### src/rtl/wdt_pkg.sv
package wdt_pkg;
    localparam int CNT_W = 16;
    localparam int DIV_W = 11;
    localparam int KEY_W = 16;
    localparam logic [KEY_W-1:0] KEY_ARM  = 16'h0123;
    localparam logic [KEY_W-1:0] KEY_FIRE = 16'h3210;

    typedef struct packed {
        logic             started;
        logic [1:0]       per_sel;
        logic [3:0]       div_sel;
        logic [3:0]       win_mask;
        logic             lp_hold;
        logic             rst_mode;
        logic [CNT_W-1:0] cnt;
        logic             uf;
        logic             re;
    } wdt_state_t;

    // reload value (period - 1) for a period select code
    function automatic logic [CNT_W-1:0] per_max_f(input logic [1:0] sel);
        case (sel)
            2'd0:    return CNT_W'(255);
            2'd1:    return CNT_W'(4095);
            2'd2:    return CNT_W'(16383);
            default: return CNT_W'(65535);
        endcase
    endfunction

    // divider minus one; undefined codes fall back to /1
    function automatic logic [DIV_W-1:0] div_max_f(input logic [3:0] code);
        case (code)
            4'd4:    return DIV_W'(15);
            4'd5:    return DIV_W'(31);
            4'd6:    return DIV_W'(63);
            4'd7:    return DIV_W'(127);
            4'd8:    return DIV_W'(255);
            4'd11:   return DIV_W'(2047);
            default: return DIV_W'(0);
        endcase
    endfunction
endpackage

### src/rtl/wdt_prescaler.sv
module wdt_prescaler #(
    parameter int DIV_W = wdt_pkg::DIV_W
) (
    input  logic             clk,
    input  logic             rst_n,
    input  logic             run,
    input  logic             restart,
    input  logic [DIV_W-1:0] div_max,
    output logic             tick
);
    logic [DIV_W-1:0] pre_d, pre_q;

    always_comb begin
        pre_d = pre_q;
        tick  = 1'b0;
        if (restart) begin
            pre_d = '0;
        end else if (run) begin
            if (pre_q == div_max) begin
                pre_d = '0;
                tick  = 1'b1;
            end else begin
                pre_d = pre_q + 1'b1;
            end
        end
    end

    always_ff @(posedge clk or negedge rst_n) begin
        if (!rst_n) pre_q <= '0;
        else        pre_q <= pre_d;
    end

    // the divider phase never passes the selected limit
    a_r5_pre_bound: assert property (@(posedge clk) disable iff (!rst_n)
        run |-> (pre_q <= div_max));
endmodule

### src/rtl/wdt_keyseq.sv
module wdt_keyseq #(
    parameter int KEY_W = wdt_pkg::KEY_W
) (
    input  logic             clk,
    input  logic             rst_n,
    input  logic             key_we,
    input  logic [KEY_W-1:0] key_data,
    output logic             refresh
);
    logic armed_d, armed_q;

    always_comb begin
        armed_d = armed_q;
        refresh = 1'b0;
        if (key_we) begin
            refresh = armed_q && (key_data == wdt_pkg::KEY_FIRE);
            armed_d = (key_data == wdt_pkg::KEY_ARM);
        end
    end

    always_ff @(posedge clk or negedge rst_n) begin
        if (!rst_n) armed_q <= 1'b0;
        else        armed_q <= armed_d;
    end

    // a completed sequence consumes the arming
    a_r2_fire_disarms: assert property (@(posedge clk) disable iff (!rst_n)
        refresh |=> !armed_q);
endmodule

### src/rtl/wdt_window.sv
module wdt_window #(
    parameter int CNT_W = wdt_pkg::CNT_W
) (
    input  logic [CNT_W-1:0] count,
    input  logic [CNT_W-1:0] per_max,
    input  logic [1:0]       per_sel,
    input  logic [3:0]       win_mask,
    output logic [1:0]       quarter,
    output logic             permit
);
    logic [CNT_W-1:0] elapsed;

    always_comb begin
        elapsed = per_max - count;
        case (per_sel)
            2'd0:    quarter = elapsed[7:6];
            2'd1:    quarter = elapsed[11:10];
            2'd2:    quarter = elapsed[13:12];
            default: quarter = elapsed[CNT_W-1:CNT_W-2];
        endcase
        permit = win_mask[quarter];
    end
endmodule

### src/rtl/wdt_core.sv
module wdt_core
    import wdt_pkg::*;
#(
    parameter int CW = wdt_pkg::CNT_W,
    parameter int DW = wdt_pkg::DIV_W,
    parameter int KW = wdt_pkg::KEY_W
) (
    input  logic          clk,
    input  logic          rst_n,
    input  logic          cfg_we,
    input  logic [1:0]    cfg_period,
    input  logic [3:0]    cfg_div,
    input  logic [3:0]    cfg_window,
    input  logic          cfg_lp_hold,
    input  logic          cfg_rst_mode,
    input  logic          key_we,
    input  logic [KW-1:0] key_data,
    input  logic          clr_we,
    input  logic [1:0]    clr_bits,
    input  logic          lp_req,
    output logic [CW-1:0] count,
    output logic          flag_uf,
    output logic          flag_re,
    output logic          irq,
    output logic          rst_req
);
    wdt_state_t s_d, s_q;

    logic          refresh;
    logic          tick;
    logic          run;
    logic          permit;
    logic [1:0]    quarter;
    logic [CW-1:0] per_max;
    logic [DW-1:0] div_max;

    assign per_max = per_max_f(s_q.per_sel);
    assign div_max = div_max_f(s_q.div_sel);
    assign run     = s_q.started && !(lp_req && s_q.lp_hold);

    wdt_keyseq #(.KEY_W(KW)) u_key (
        .clk(clk), .rst_n(rst_n), .key_we(key_we), .key_data(key_data),
        .refresh(refresh)
    );

    wdt_prescaler #(.DIV_W(DW)) u_pre (
        .clk(clk), .rst_n(rst_n), .run(run), .restart(refresh),
        .div_max(div_max), .tick(tick)
    );

    wdt_window #(.CNT_W(CW)) u_win (
        .count(s_q.cnt), .per_max(per_max), .per_sel(s_q.per_sel),
        .win_mask(s_q.win_mask), .quarter(quarter), .permit(permit)
    );

    always_comb begin
        logic uf_set, re_set;
        s_d    = s_q;
        uf_set = 1'b0;
        re_set = 1'b0;
        if (!s_q.started && cfg_we) begin
            s_d.per_sel  = cfg_period;
            s_d.div_sel  = cfg_div;
            s_d.win_mask = cfg_window;
            s_d.lp_hold  = cfg_lp_hold;
            s_d.rst_mode = cfg_rst_mode;
        end
        if (refresh) begin
            s_d.cnt     = per_max;
            s_d.started = 1'b1;
            re_set      = s_q.started && !permit;
        end else if (tick) begin
            if (s_q.cnt == '0) begin
                s_d.cnt = per_max;
                uf_set  = 1'b1;
            end else begin
                s_d.cnt = s_q.cnt - 1'b1;
            end
        end
        s_d.uf = uf_set | (s_q.uf & ~(clr_we & clr_bits[0]));
        s_d.re = re_set | (s_q.re & ~(clr_we & clr_bits[1]));
    end

    always_ff @(posedge clk or negedge rst_n) begin
        if (!rst_n) s_q <= '0;
        else        s_q <= s_d;
    end

    assign count   = s_q.cnt;
    assign flag_uf = s_q.uf;
    assign flag_re = s_q.re;
    assign irq     = (s_q.uf | s_q.re) & ~s_q.rst_mode;
    assign rst_req = (s_q.uf | s_q.re) &  s_q.rst_mode;

    // a running counter stays within the selected period
    a_r4_cnt_range: assert property (@(posedge clk) disable iff (!rst_n)
        s_q.started |-> (s_q.cnt <= per_max));

    // configuration is frozen once counting has begun
    a_r3_cfg_lock: assert property (@(posedge clk) disable iff (!rst_n)
        s_q.started |=> (s_q.started && $stable(s_q.per_sel) && $stable(s_q.div_sel)
                         && $stable(s_q.win_mask) && $stable(s_q.rst_mode)));

    // every refresh, in window or not, reloads the counter
    a_r7_reload: assert property (@(posedge clk) disable iff (!rst_n)
        refresh |=> (s_q.cnt == $past(per_max)));

    // frozen counting holds the count
    a_r10_freeze: assert property (@(posedge clk) disable iff (!rst_n)
        (s_q.started && lp_req && s_q.lp_hold && !refresh) |=> $stable(s_q.cnt));

    // flags are sticky until cleared
    a_r9_uf_sticky: assert property (@(posedge clk) disable iff (!rst_n)
        (s_q.uf && !(clr_we && clr_bits[0])) |=> s_q.uf);
    a_r9_re_sticky: assert property (@(posedge clk) disable iff (!rst_n)
        (s_q.re && !(clr_we && clr_bits[1])) |=> s_q.re);
endmodule

### config.mk
export PLATFORM = sky130hd
export DESIGN_NAME = wdt_core
export DESIGN_NICKNAME = d
export VERILOG_FILES = /design/src/rtl/wdt_pkg.sv /design/src/rtl/wdt_prescaler.sv /design/src/rtl/wdt_keyseq.sv /design/src/rtl/wdt_window.sv /design/src/rtl/wdt_core.sv
export SDC_FILE = /design/constraint.sdc
export NUM_CORES = 1
export LEC_CHECK = 0
export ABC_AREA = 1
export BUFFER_PORTS_ARGS = -buffer_cell sky130_fd_sc_hd__buf_2
export CORE_MARGIN = 8
export CORE_UTILIZATION = 30
export CTS_BUF_LIST = sky130_fd_sc_hd__clkbuf_8
export DETAILED_ROUTE_END_ITERATION = 8
export GPL_TIMING_DRIVEN = 0
export PLACE_DENSITY = 0.55
export SLEW_MARGIN = 5
export SYNTH_ARGS = -nofsm -noshare
export SYNTH_HDL_FRONTEND = slang
export SYNTH_SLANG_ARGS = --single-unit
### constraint.sdc
create_clock -name clk -period 2 [get_ports clk]
set_input_delay 0.1 -clock clk [delete_from_list [all_inputs] [get_ports clk]]
set_output_delay 0.1 -clock clk [all_outputs]
set_load 0.02 [all_outputs]
* After elaboration in Yosys (flattened, before gate mapping) *
Cells that the tools add are included.

operators by class
  add/subtract/negate cells = 3
  $mul = 0
  divide/modulo/power cells = 0
  $lt $le $gt $ge = 1
  equality and inequality tests = 11
  shift operators = 0
  mux-type cells = 19
  bitwise gates (word level) = 12
  reduce and logical (&&, ||, !) cells = 12

operators by type and width
  cell                   count
  $pmux 11 s6            1
  $mux 16                3
  $pmux 16 s3            1
  $mux 11                3
  $eq 16x14->1 const B   1
  $eq 16x9->1 const B    1
  $eq 4x3->1 const B     4
  $logic_not 16->1       1
  $sub 16x1->16 const B  1
  $sub 16x16->16         1
  $add 11x1->11 const B  1
  $eq 11x11->1           1
  $mux 1                 9
  $eq 4x4->1 const B     2
  $and 1x1->1            6
  $pmux 2 s3             1
  $logic_and 1x1->1      5
  $reduce_bool 2->1      2
  $logic_not 1->1        3
  $lt 2x3->1 const B     1
  $not 1->1              3
  $or 1x1->1             3
  $bmux 1 s2             1
  $eq 2x1->1 const B     1
  other kinds (2)        2

storage, ports and cells
  register bits = 43
  latch bits = 0
  memory bits (writable) = 0
  memory bits (read-only) = 0
  bits of input ports = 36
  logic and storage cells = 69
  memories kept = 0

* Logic depth before layout (Yosys ltp) *
Gate-level depths: netlist of run 1.

  word-level depth = 10
  gate-level depth with buffers = 16
  mapped depth without buffers = 16

* Hierarchy *
Synthesis of run 1 repeated with hierarchy kept, for this count alone.

second synthesis, totals
  cell total of the unflattened synthesis = 599
  area, all modules = 4001.3 um^2

by module, submodules not included
  module         times used  cells each  area each (um^2)  seq. area each (um^2)
  wdt_core       1           256         1973.1            775.7
  wdt_window     1           204         1018.5            0.0
  wdt_prescaler  1           108         854.6             275.3
  wdt_keyseq     1           31          155.1             25.0

* Worst setup path after synthesis of run 1 *
No wires, ideal clock.

  path kind = register -> register
  start = reg s_q[29] in the netlist's numbering
  end = reg s_q (netlist bit flag_re)
  library setup time = 0.117 ns
  data arrival time = 1.904 ns
  data required time = 1.883 ns
  slack = -0.021 ns
  cell stages (with the launch flop) = 16
  buffers on the path = 0
  cell sequence = dfrtp_1 > inv_1 > nand2_1 > ha_1 > a21oi_1 > nor2_1 > nor2_1 > nand2_1 > nand2_1 > nand3_1 > nand2_1 > nand2_1 > nand2_1 > nand2_1 > nand3_1 > nand2_1

RTL lines
  what                      line            RTL
  start: declaration        wdt_core.sv:27  wdt_state_t s_d, s_q;
  start signal: assignment  wdt_core.sv:85  if (!rst_n) s_q <= '0;
  start signal: assignment  wdt_core.sv:86  else s_q <= s_d;

==> results of run 1 <==
==> cells in the mapped netlist, types with 4 or more instances <==
cell and count:
a21oi_1 11, buf_4 18, dfrtp_1 43, ha_1 8, inv_1 59, mux2_2 7
nand2_1 118, nand2_2 4, nand3_1 40, nand4_1 13, nor2_1 55, nor2_2 5
nor3_1 6, o21ai_0 11, o21ai_1 10, xor2_1 15
==> final cells by class <==
type	count	area (sq um)	share of cell area (%)
timing repair buffer	68	414	9.90
sequential	43	1080	25.9
buffer	22	181	4.34
tap	136	170	4.07
clock inverter	3	43.8	1.05
clock buffer	5	68.8	1.65
inverter	62	248	5.92
multi-input combinational	333	1970	47.2
==> metal layers <==
| metal | up-vias | track usage (%) | share of wire, % |
|---|---|---|---|
| met1 | 1492 | 16.0 | 47 |
| li1 | 1616 | - | - |
| met4 | 0 | 4.29 | 1.5 |
| met3 | 11 | 2.08 | 4.1 |
| met2 | 73 | 20.2 | 47 |
| met5 | - | 0 | 0 |
==> power groups by stage <==
| stage | Sequential (mW) | Combinational (mW) | Clock, mW |
|---|---|---|---|
| finish | 0.868 | 0.0670 | 0.707 |
| global route | 0.869 | 0.0787 | 0.766 |
| detailed placement | 0.886 | 0.0680 | 0 |
| CTS | 0.869 | 0.0696 | 0.731 |
| global placement | 0.886 | 0.0666 | 0 |
| floorplan | 0.886 | 0.0112 | 0 |
==> worst reg2reg max path, cell delays in order (launching register included) <==
cell	delay [ns]
dfrtp_1	0.41
buf_4	0.14
nand2_1	0.07
inv_2	0.07
ha_4	0.28
inv_1	0.06
nor3_1	0.19
nand2_1	0.10
nand2_1	0.06
nand2_1	0.04
nand3_1	0.10
inv_1	0.05
nor2_1	0.09
nand2_1	0.05
nand3_1	0.06
nand2_1	0.05
==> logic make-up (layout without fill, tap and decap cells) <==
family / Yosys count / after routing / share of synthesized area (%)
AOI/OAI and AO/OA: 50 / 50 / 9.21
buffers and inverters: 84 / 160 / 12.5
DFF: 43 / 43 / 33.6
muxes: 7 / 7 / 2.46
and+or+nand+nor: 251 / 251 / 34.5
xor gates and xnor gates: 17 / 17 / 4.64
adders and majority gates: 8 / 8 / 3.12
==> metrics by stage <==
step	total power [mW]	instances	hold WS, ns
2_1_floorplan	0.897	460	-0.196
3_3_place_gp	0.952	651	0.324
3_5_place_dp	0.954	651	0.328
4_1_cts	1.67	663	0.00811
5_1_grt	1.71	672	0.00952
6_report	1.64	672	0.0167
==> state kept, by name, summed over array words and instances, names as in the netlist <==
signal         count
count             16
flag_re            1
flag_uf            1
s_q               13
u_key.armed_q      1
u_pre.pre_q       11
==> how the worst max path moves through the flow <==
stage	start	slack, ns	end
floorplan	s_q[29]	0.02	flag_re
global placement	s_q[29]	-0.33	flag_re
detailed placement	s_q[29]	-0.34	flag_re
CTS	count[11]	0.002	flag_re
global route	s_q[24]	-0.06	count[15]
finish	s_q[28]	0.08	flag_re
==> what timing repair did <==
item / in CTS / in global routing
cloned: 0 / 2
setup endpoints to repair: 3 / 24
hold endpoints to repair: 19 / 0
pin swaps: 0 / 13
setup buffers: 3 / 7
gates resized for setup: 11 / 62
hold buffers: 1 / 0
==> impl_results.rst, run 1 <==
.. list-table::
   :header-rows: 1

   * - Metric
     - Value
   * - Status
     - complete, no violations
   * - Clock Skews
     - 0.00823 ns
   * - Kind of path behind the tightest hold check
     - input pin to register
   * - Kind of cell adding the most delay to the critical path
     - simple AND/OR/NAND/NOR gates
   * - Part of the total power dissipated in combinational logic
     - 4.1%
   * - Rel. slew slack
     - 34.2%
   * - Switching component of the power
     - 372 uW
   * - Fin worst setup slack
     - 0.0756 ns
   * - Fraction of the yosys area taken by sequential cells
     - 33.6%
   * - Gr ovfl total
     - 0
   * - Clock network fraction of design power
     - 43.0%
   * - Starting utilization of the core area
     - 30.9%
   * - Cell row count
     - 37
   * - Number of vias per cell after detailed routing
     - 4.75
   * - Maximum VDD drop
     - 0.202 mV
   * - Core area
     - 0.0104 sq mm
   * - Diode insertion count for antenna repair
     - 0
   * - Slowest cell on the critical path
     - dfrtp_1
   * - Data required time at the worst endpoint
     - 2.21 ns
   * - Switching power as a share of total power
     - 22.6%
   * - Root buf cell
     - clkbuf_8
   * - Ys async rst share
     - 100%
   * - Sink of the worst hold path
     - s_q[26]
   * - First-pass detailed-route iteration total
     - 4
   * - Number of violations of the max-capacitance limit
     - 0
   * - Critical path, cell by cell
     - buf_4, nand2_1, inv_2, ha_4, inv_1, nor3_1, nand2_1, nand2_1, nand2_1, nand3_1, inv_1, nor2_1, nand2_1, nand3_1, nand2_1
   * - Crit Path Class
     - register to register
   * - Number of I/O port buffers
     - 55
   * - Register clock-pin slew on the reported worst setup and hold paths
     - 0.09 ns
   * - End of the worst register-to-register path
     - flag_re
   * - Final standard cell area without fillers
     - 0.00418 sq mm
   * - Number of warnings printed during yosys synthesis
     - 0
   * - Total number of H-tree levels
     - 2
   * - Slew @ Worst Pin
     - 0.987 ns
   * - GRT Total Usage
     - 12.3%
   * - Number of gates on the worst path with buffers counted
     - 15
   * - Top-area cell type share of the netlist area
     - 33.6%
   * - RSZ-0062 raised after global routing
     - true
   * - Startpoint Class
     - register
   * - Fillcell total
     - 1122
   * - Synth Net Count
     - 504
   * - Source-to-sink clock delay at the later pin of the worst-skew pair
     - 0.31 ns
   * - Max FO, Critical Path
     - 4
   * - Largest net degree at the start of global routing
     - 44
   * - Post-layout net count
     - 579
   * - Die area
     - 0.0143 sq mm
   * - Total setup violations reported at the end of the flow
     - 0
   * - Layout Area Growth over Synthesis
     - 30.4%
   * - Total count of max-transition violations in the final report
     - 0
   * - Layout Utilization
     - 40.3%
   * - Pwr Density
     - 393 mW/mm^2
   * - DRT Wirelength
     - 9040 um
   * - Commonest non-fill, non-tap cell in the layout
     - nand2_1
   * - Worst flop-to-flop path startpoint
     - s_q[28]
   * - CP Data Arrival Time
     - 2.13 ns
   * - # DRC
     - 0
   * - First-pass GRT wire length
     - 14600 um
   * - Largest cells by area after synthesis
     - dfrtp_1 (34%), nand2_1 (14%), inv_1 (6.9%), nor2_1 (6.4%), nand3_1 (6.2%)
   * - Count of flip-flops with a built-in enable after synthesis
     - 0
   * - Longest individual stage delay on the worst path
     - 0.41 ns
   * - Worst path buffer plus inverter count
     - 4
   * - Commonest non-fill, non-tap cells in the layout
     - nand2_1 (101), buf_2 (55), inv_1 (54)
   * - Die boundary width
     - 119 um
   * - Clock net sink count
     - 43
   * - Placed Area
     - 0.00366 sq mm
   * - Leakage power total
     - 2.13 nW
   * - Final weighted congestion in routability-driven placement
     - 0.929
   * - Antenna-violating nets left
     - 0
   * - Most instantiated flip-flop cell in the synthesis netlist
     - dfrtp_1
   * - Total negative slack for setup checks
     - 0 ns
   * - Number of instances in the synthesized netlist
     - 460
   * - First-iteration detailed-routing DRC count
     - 186
   * - Fmax
     - 520 MHz
   * - Via count of the routed design
     - 3192
   * - Endpoint kind of the worst setup timing path
     - register
   * - Via count of the first global-routing pass
     - 3078
   * - Hold Path Stages
     - 2
   * - Critical hold path startpoint
     - cfg_div[2]
   * - Period Utilization, post-route
     - 96.2%
   * - Internal power contribution
     - 1.27 mW
   * - Die H
     - 119 um
   * - Share of layout cells above drive strength 1
     - 32.5%
   * - Seq cells post-synth
     - 43
   * - Antenna violations before repair
     - 0
   * - Routed length per placed instance
     - 13.5 um
   * - HPWL after DPL
     - 6800 um
   * - Cell taking the most area after synthesis
     - dfrtp_1
   * - Clock Path Buffers
     - 2
   * - Mapped Area
     - 0.00321 sq mm
   * - Worst Reg2Reg Path Length in Cells
     - 15
   * - Library cell appearing most often on the critical path
     - nand2_1
   * - Place WS
     - -0.337 ns
   * - Worst reg2reg setup slack
     - 0.08 ns
   * - Part of the power in registers
     - 52.9%
   * - TritonCTS clock tree
     - done
   * - Synth unique cells
     - 39
   * - Final Hold Violating Endpoints
     - 0
   * - Num ports
     - 56
   * - Avg Inst Size Synth
     - 6.97 sq um
   * - Total clock buffers created by CTS
     - 5
   * - Crit path time final
     - 1.92 ns
Power figures use the tool's default switching activity.
==> run 2: changes to the inputs <==
CTS_BUF_LIST = not set   (was sky130_fd_sc_hd__clkbuf_8)
TNS_END_PERCENT = 20   (was not set)
==> run 2 against run 1 <==
Net effect: cell count stayed put; sequential cell count stayed put; sequential power hardly changed; power hardly changed; global-route usage stayed put; largest power group unchanged.
==> impl_results.rst, run 2 (synthesis results as in run 1) <==
.. list-table::
   :header-rows: 1

   * - Metric
     - Value
   * - Cell row count
     - 37
   * - Commonest non-fill, non-tap cell in the layout
     - nand2_1
   * - Antenna violations before repair
     - 0
   * - Kind of path behind the tightest hold check
     - input pin to register
   * - DRT Wirelength
     - 9040 um
   * - Via count of the routed design
     - 3184
   * - Status
     - complete, no violations
   * - Clock net sink count
     - 43
   * - Internal power contribution
     - 1.27 mW
   * - Clock Skews
     - 0.0107 ns
   * - Max FO, Critical Path
     - 4
   * - Num ports
     - 56
   * - Routed length per placed instance
     - 13.4 um
   * - Part of the total power dissipated in combinational logic
     - 4.1%
   * - Rel. slew slack
     - 34.4%
   * - Endpoint kind of the worst setup timing path
     - register
   * - Crit path time final
     - 1.92 ns
   * - Startpoint Class
     - register
   * - Placed Area
     - 0.00366 sq mm
   * - Part of the power in registers
     - 52.8%
   * - Register clock-pin slew on the reported worst setup and hold paths
     - 0.09 ns
   * - RSZ-0062 raised after global routing
     - true
   * - Maximum VDD drop
     - 0.213 mV
   * - Gr ovfl total
     - 0
   * - Final weighted congestion in routability-driven placement
     - 0.929
   * - Number of violations of the max-capacitance limit
     - 0
   * - Core area
     - 0.0104 sq mm
   * - Clock Path Buffers
     - 2
   * - First-pass GRT wire length
     - 14600 um
   * - Die H
     - 119 um
   * - Number of vias per cell after detailed routing
     - 4.74
   * - Via count of the first global-routing pass
     - 3078
   * - First-pass detailed-route iteration total
     - 5
   * - Source-to-sink clock delay at the later pin of the worst-skew pair
     - 0.31 ns
   * - Total count of max-transition violations in the final report
     - 0
   * - Largest register FFs
     - 16
   * - Die boundary width
     - 119 um
   * - Leakage power total
     - 2.12 nW
   * - Starting utilization of the core area
     - 30.9%
   * - Total number of H-tree levels
     - 2
   * - Commonest non-fill, non-tap cells in the layout
     - nand2_1 (105), buf_2 (55), inv_1 (54)
   * - Diode insertion count for antenna repair
     - 0
   * - Post-layout net count
     - 579
   * - Total clock buffers created by CTS
     - 5
   * - Switching component of the power
     - 373 uW
   * - First-iteration detailed-routing DRC count
     - 185
   * - Layout Area Growth over Synthesis
     - 29.5%
   * - Period Utilization, post-route
     - 96.2%
   * - Total setup violations reported at the end of the flow
     - 0
   * - Final standard cell area without fillers
     - 0.00415 sq mm
   * - Number of I/O port buffers
     - 55
   * - Switching power as a share of total power
     - 22.7%
   * - Largest net degree at the start of global routing
     - 44
   * - Slew @ Worst Pin
     - 0.984 ns
   * - Final Hold Violating Endpoints
     - 0
   * - HPWL after DPL
     - 6800 um
   * - Pwr Density
     - 396 mW/mm^2
   * - CP Data Arrival Time
     - 2.13 ns
   * - Fmax
     - 520 MHz
   * - # DRC
     - 0
   * - Root buf cell
     - clkbuf_8
   * - Hold WS
     - 0.0177 ns
   * - Die area
     - 0.0143 sq mm
   * - Clock network fraction of design power
     - 43.1%
   * - TritonCTS clock tree
     - done
   * - Crit Path Class
     - register to register
   * - Data required time at the worst endpoint
     - 2.21 ns
   * - Share of layout cells above drive strength 1
     - 31.5%
   * - GRT Total Usage
     - 12.3%
   * - Antenna-violating nets left
     - 0
[run 2: changes by cell type in the layout (fill, tap and decap cells not counted), sizes merged]
| cell | previous run | this run |
|---|---|---|
| clkinv | 3 | 2 |
| inv | 61 | 62 |
[run 2: cell type report]
type / count / area [sq um]
well taps: 136 / 170
inverters: 62 / 243
flip-flops and latches: 43 / 1080
fillers: 1118 / 6220
multi-input cells: 333 / 1950
plain buffers: 22 / 181
clock inverters: 3 / 43.8
repair buffers: 68 / 414
clock buffers: 5 / 68.8
[run 2: critical path, cell delays in order (launching register included)]
cell and delay [ns]:
dfrtp_1 0.41, buf_4 0.14, nand2_1 0.07, inv_2 0.07, ha_4 0.28, inv_1 0.06
nor3_1 0.19, nand2_1 0.10, nand2_1 0.06, nand2_1 0.04, nand3_1 0.10, inv_1 0.05
nor2_1 0.09, nand2_1 0.05, nand3_1 0.06, nand2_1 0.05
[run 2: path summary, 6_finish.rpt]
path	start	endpoint	slack, ns	depth (start not counted)
max in group asynchronous	rst_n	s_q[29]	0.84	2
min in group asynchronous	rst_n	u_pre.pre_q[10]	0.49	2
min	cfg_div[2]	s_q[26]	0.02	2
min reg2reg	s_q[30]	s_q[30]	0.49	2
max reg2reg	s_q[28]	flag_re	0.08	15
max	s_q[28]	flag_re	0.08	15
[run 2: per-stage QoR]
stage	cells	util, %	setup TNS [ns]	setup slack, ns	total power [mW]
floorplan	460	-	0	0.0161	0.897
global placement	651	35.3	-0.512	-0.328	0.952
detailed placement	651	35.3	-0.444	-0.337	0.954
CTS	663	37.2	0	0.00234	1.67
global route	672	40.1	-1.19	-0.0724	1.71
finish	672	40.1	0	0.0752	1.64
[run 2: power groups by stage]
stage | Combinational (mW) | Clock [mW] | Sequential [mW]
2_1_floorplan | 0.0112 | 0 | 0.886
3_3_place_gp | 0.0666 | 0 | 0.886
3_5_place_dp | 0.0680 | 0 | 0.886
4_1_cts | 0.0696 | 0.731 | 0.869
5_1_grt | 0.0787 | 0.766 | 0.869
6_report | 0.0670 | 0.708 | 0.868
[run 2: metal layers]
layer  global-route usage (%)  share of wire (%)
met5                        0                  0
met4                     4.29                1.7
met3                     2.08                4.2
met2                     20.2                 47
met1                     16.0                 47
[run 2: what timing repair did]
item | CTS | global route
hold endpoints to repair | 19 | 0
hold buffers | 1 | 0
buffers inserted | 3 | 7
gates resized for setup | 11 | 54
cloned | 0 | 2
pin swaps | 0 | 12
endpoints found under the setup margin | 3 | 24
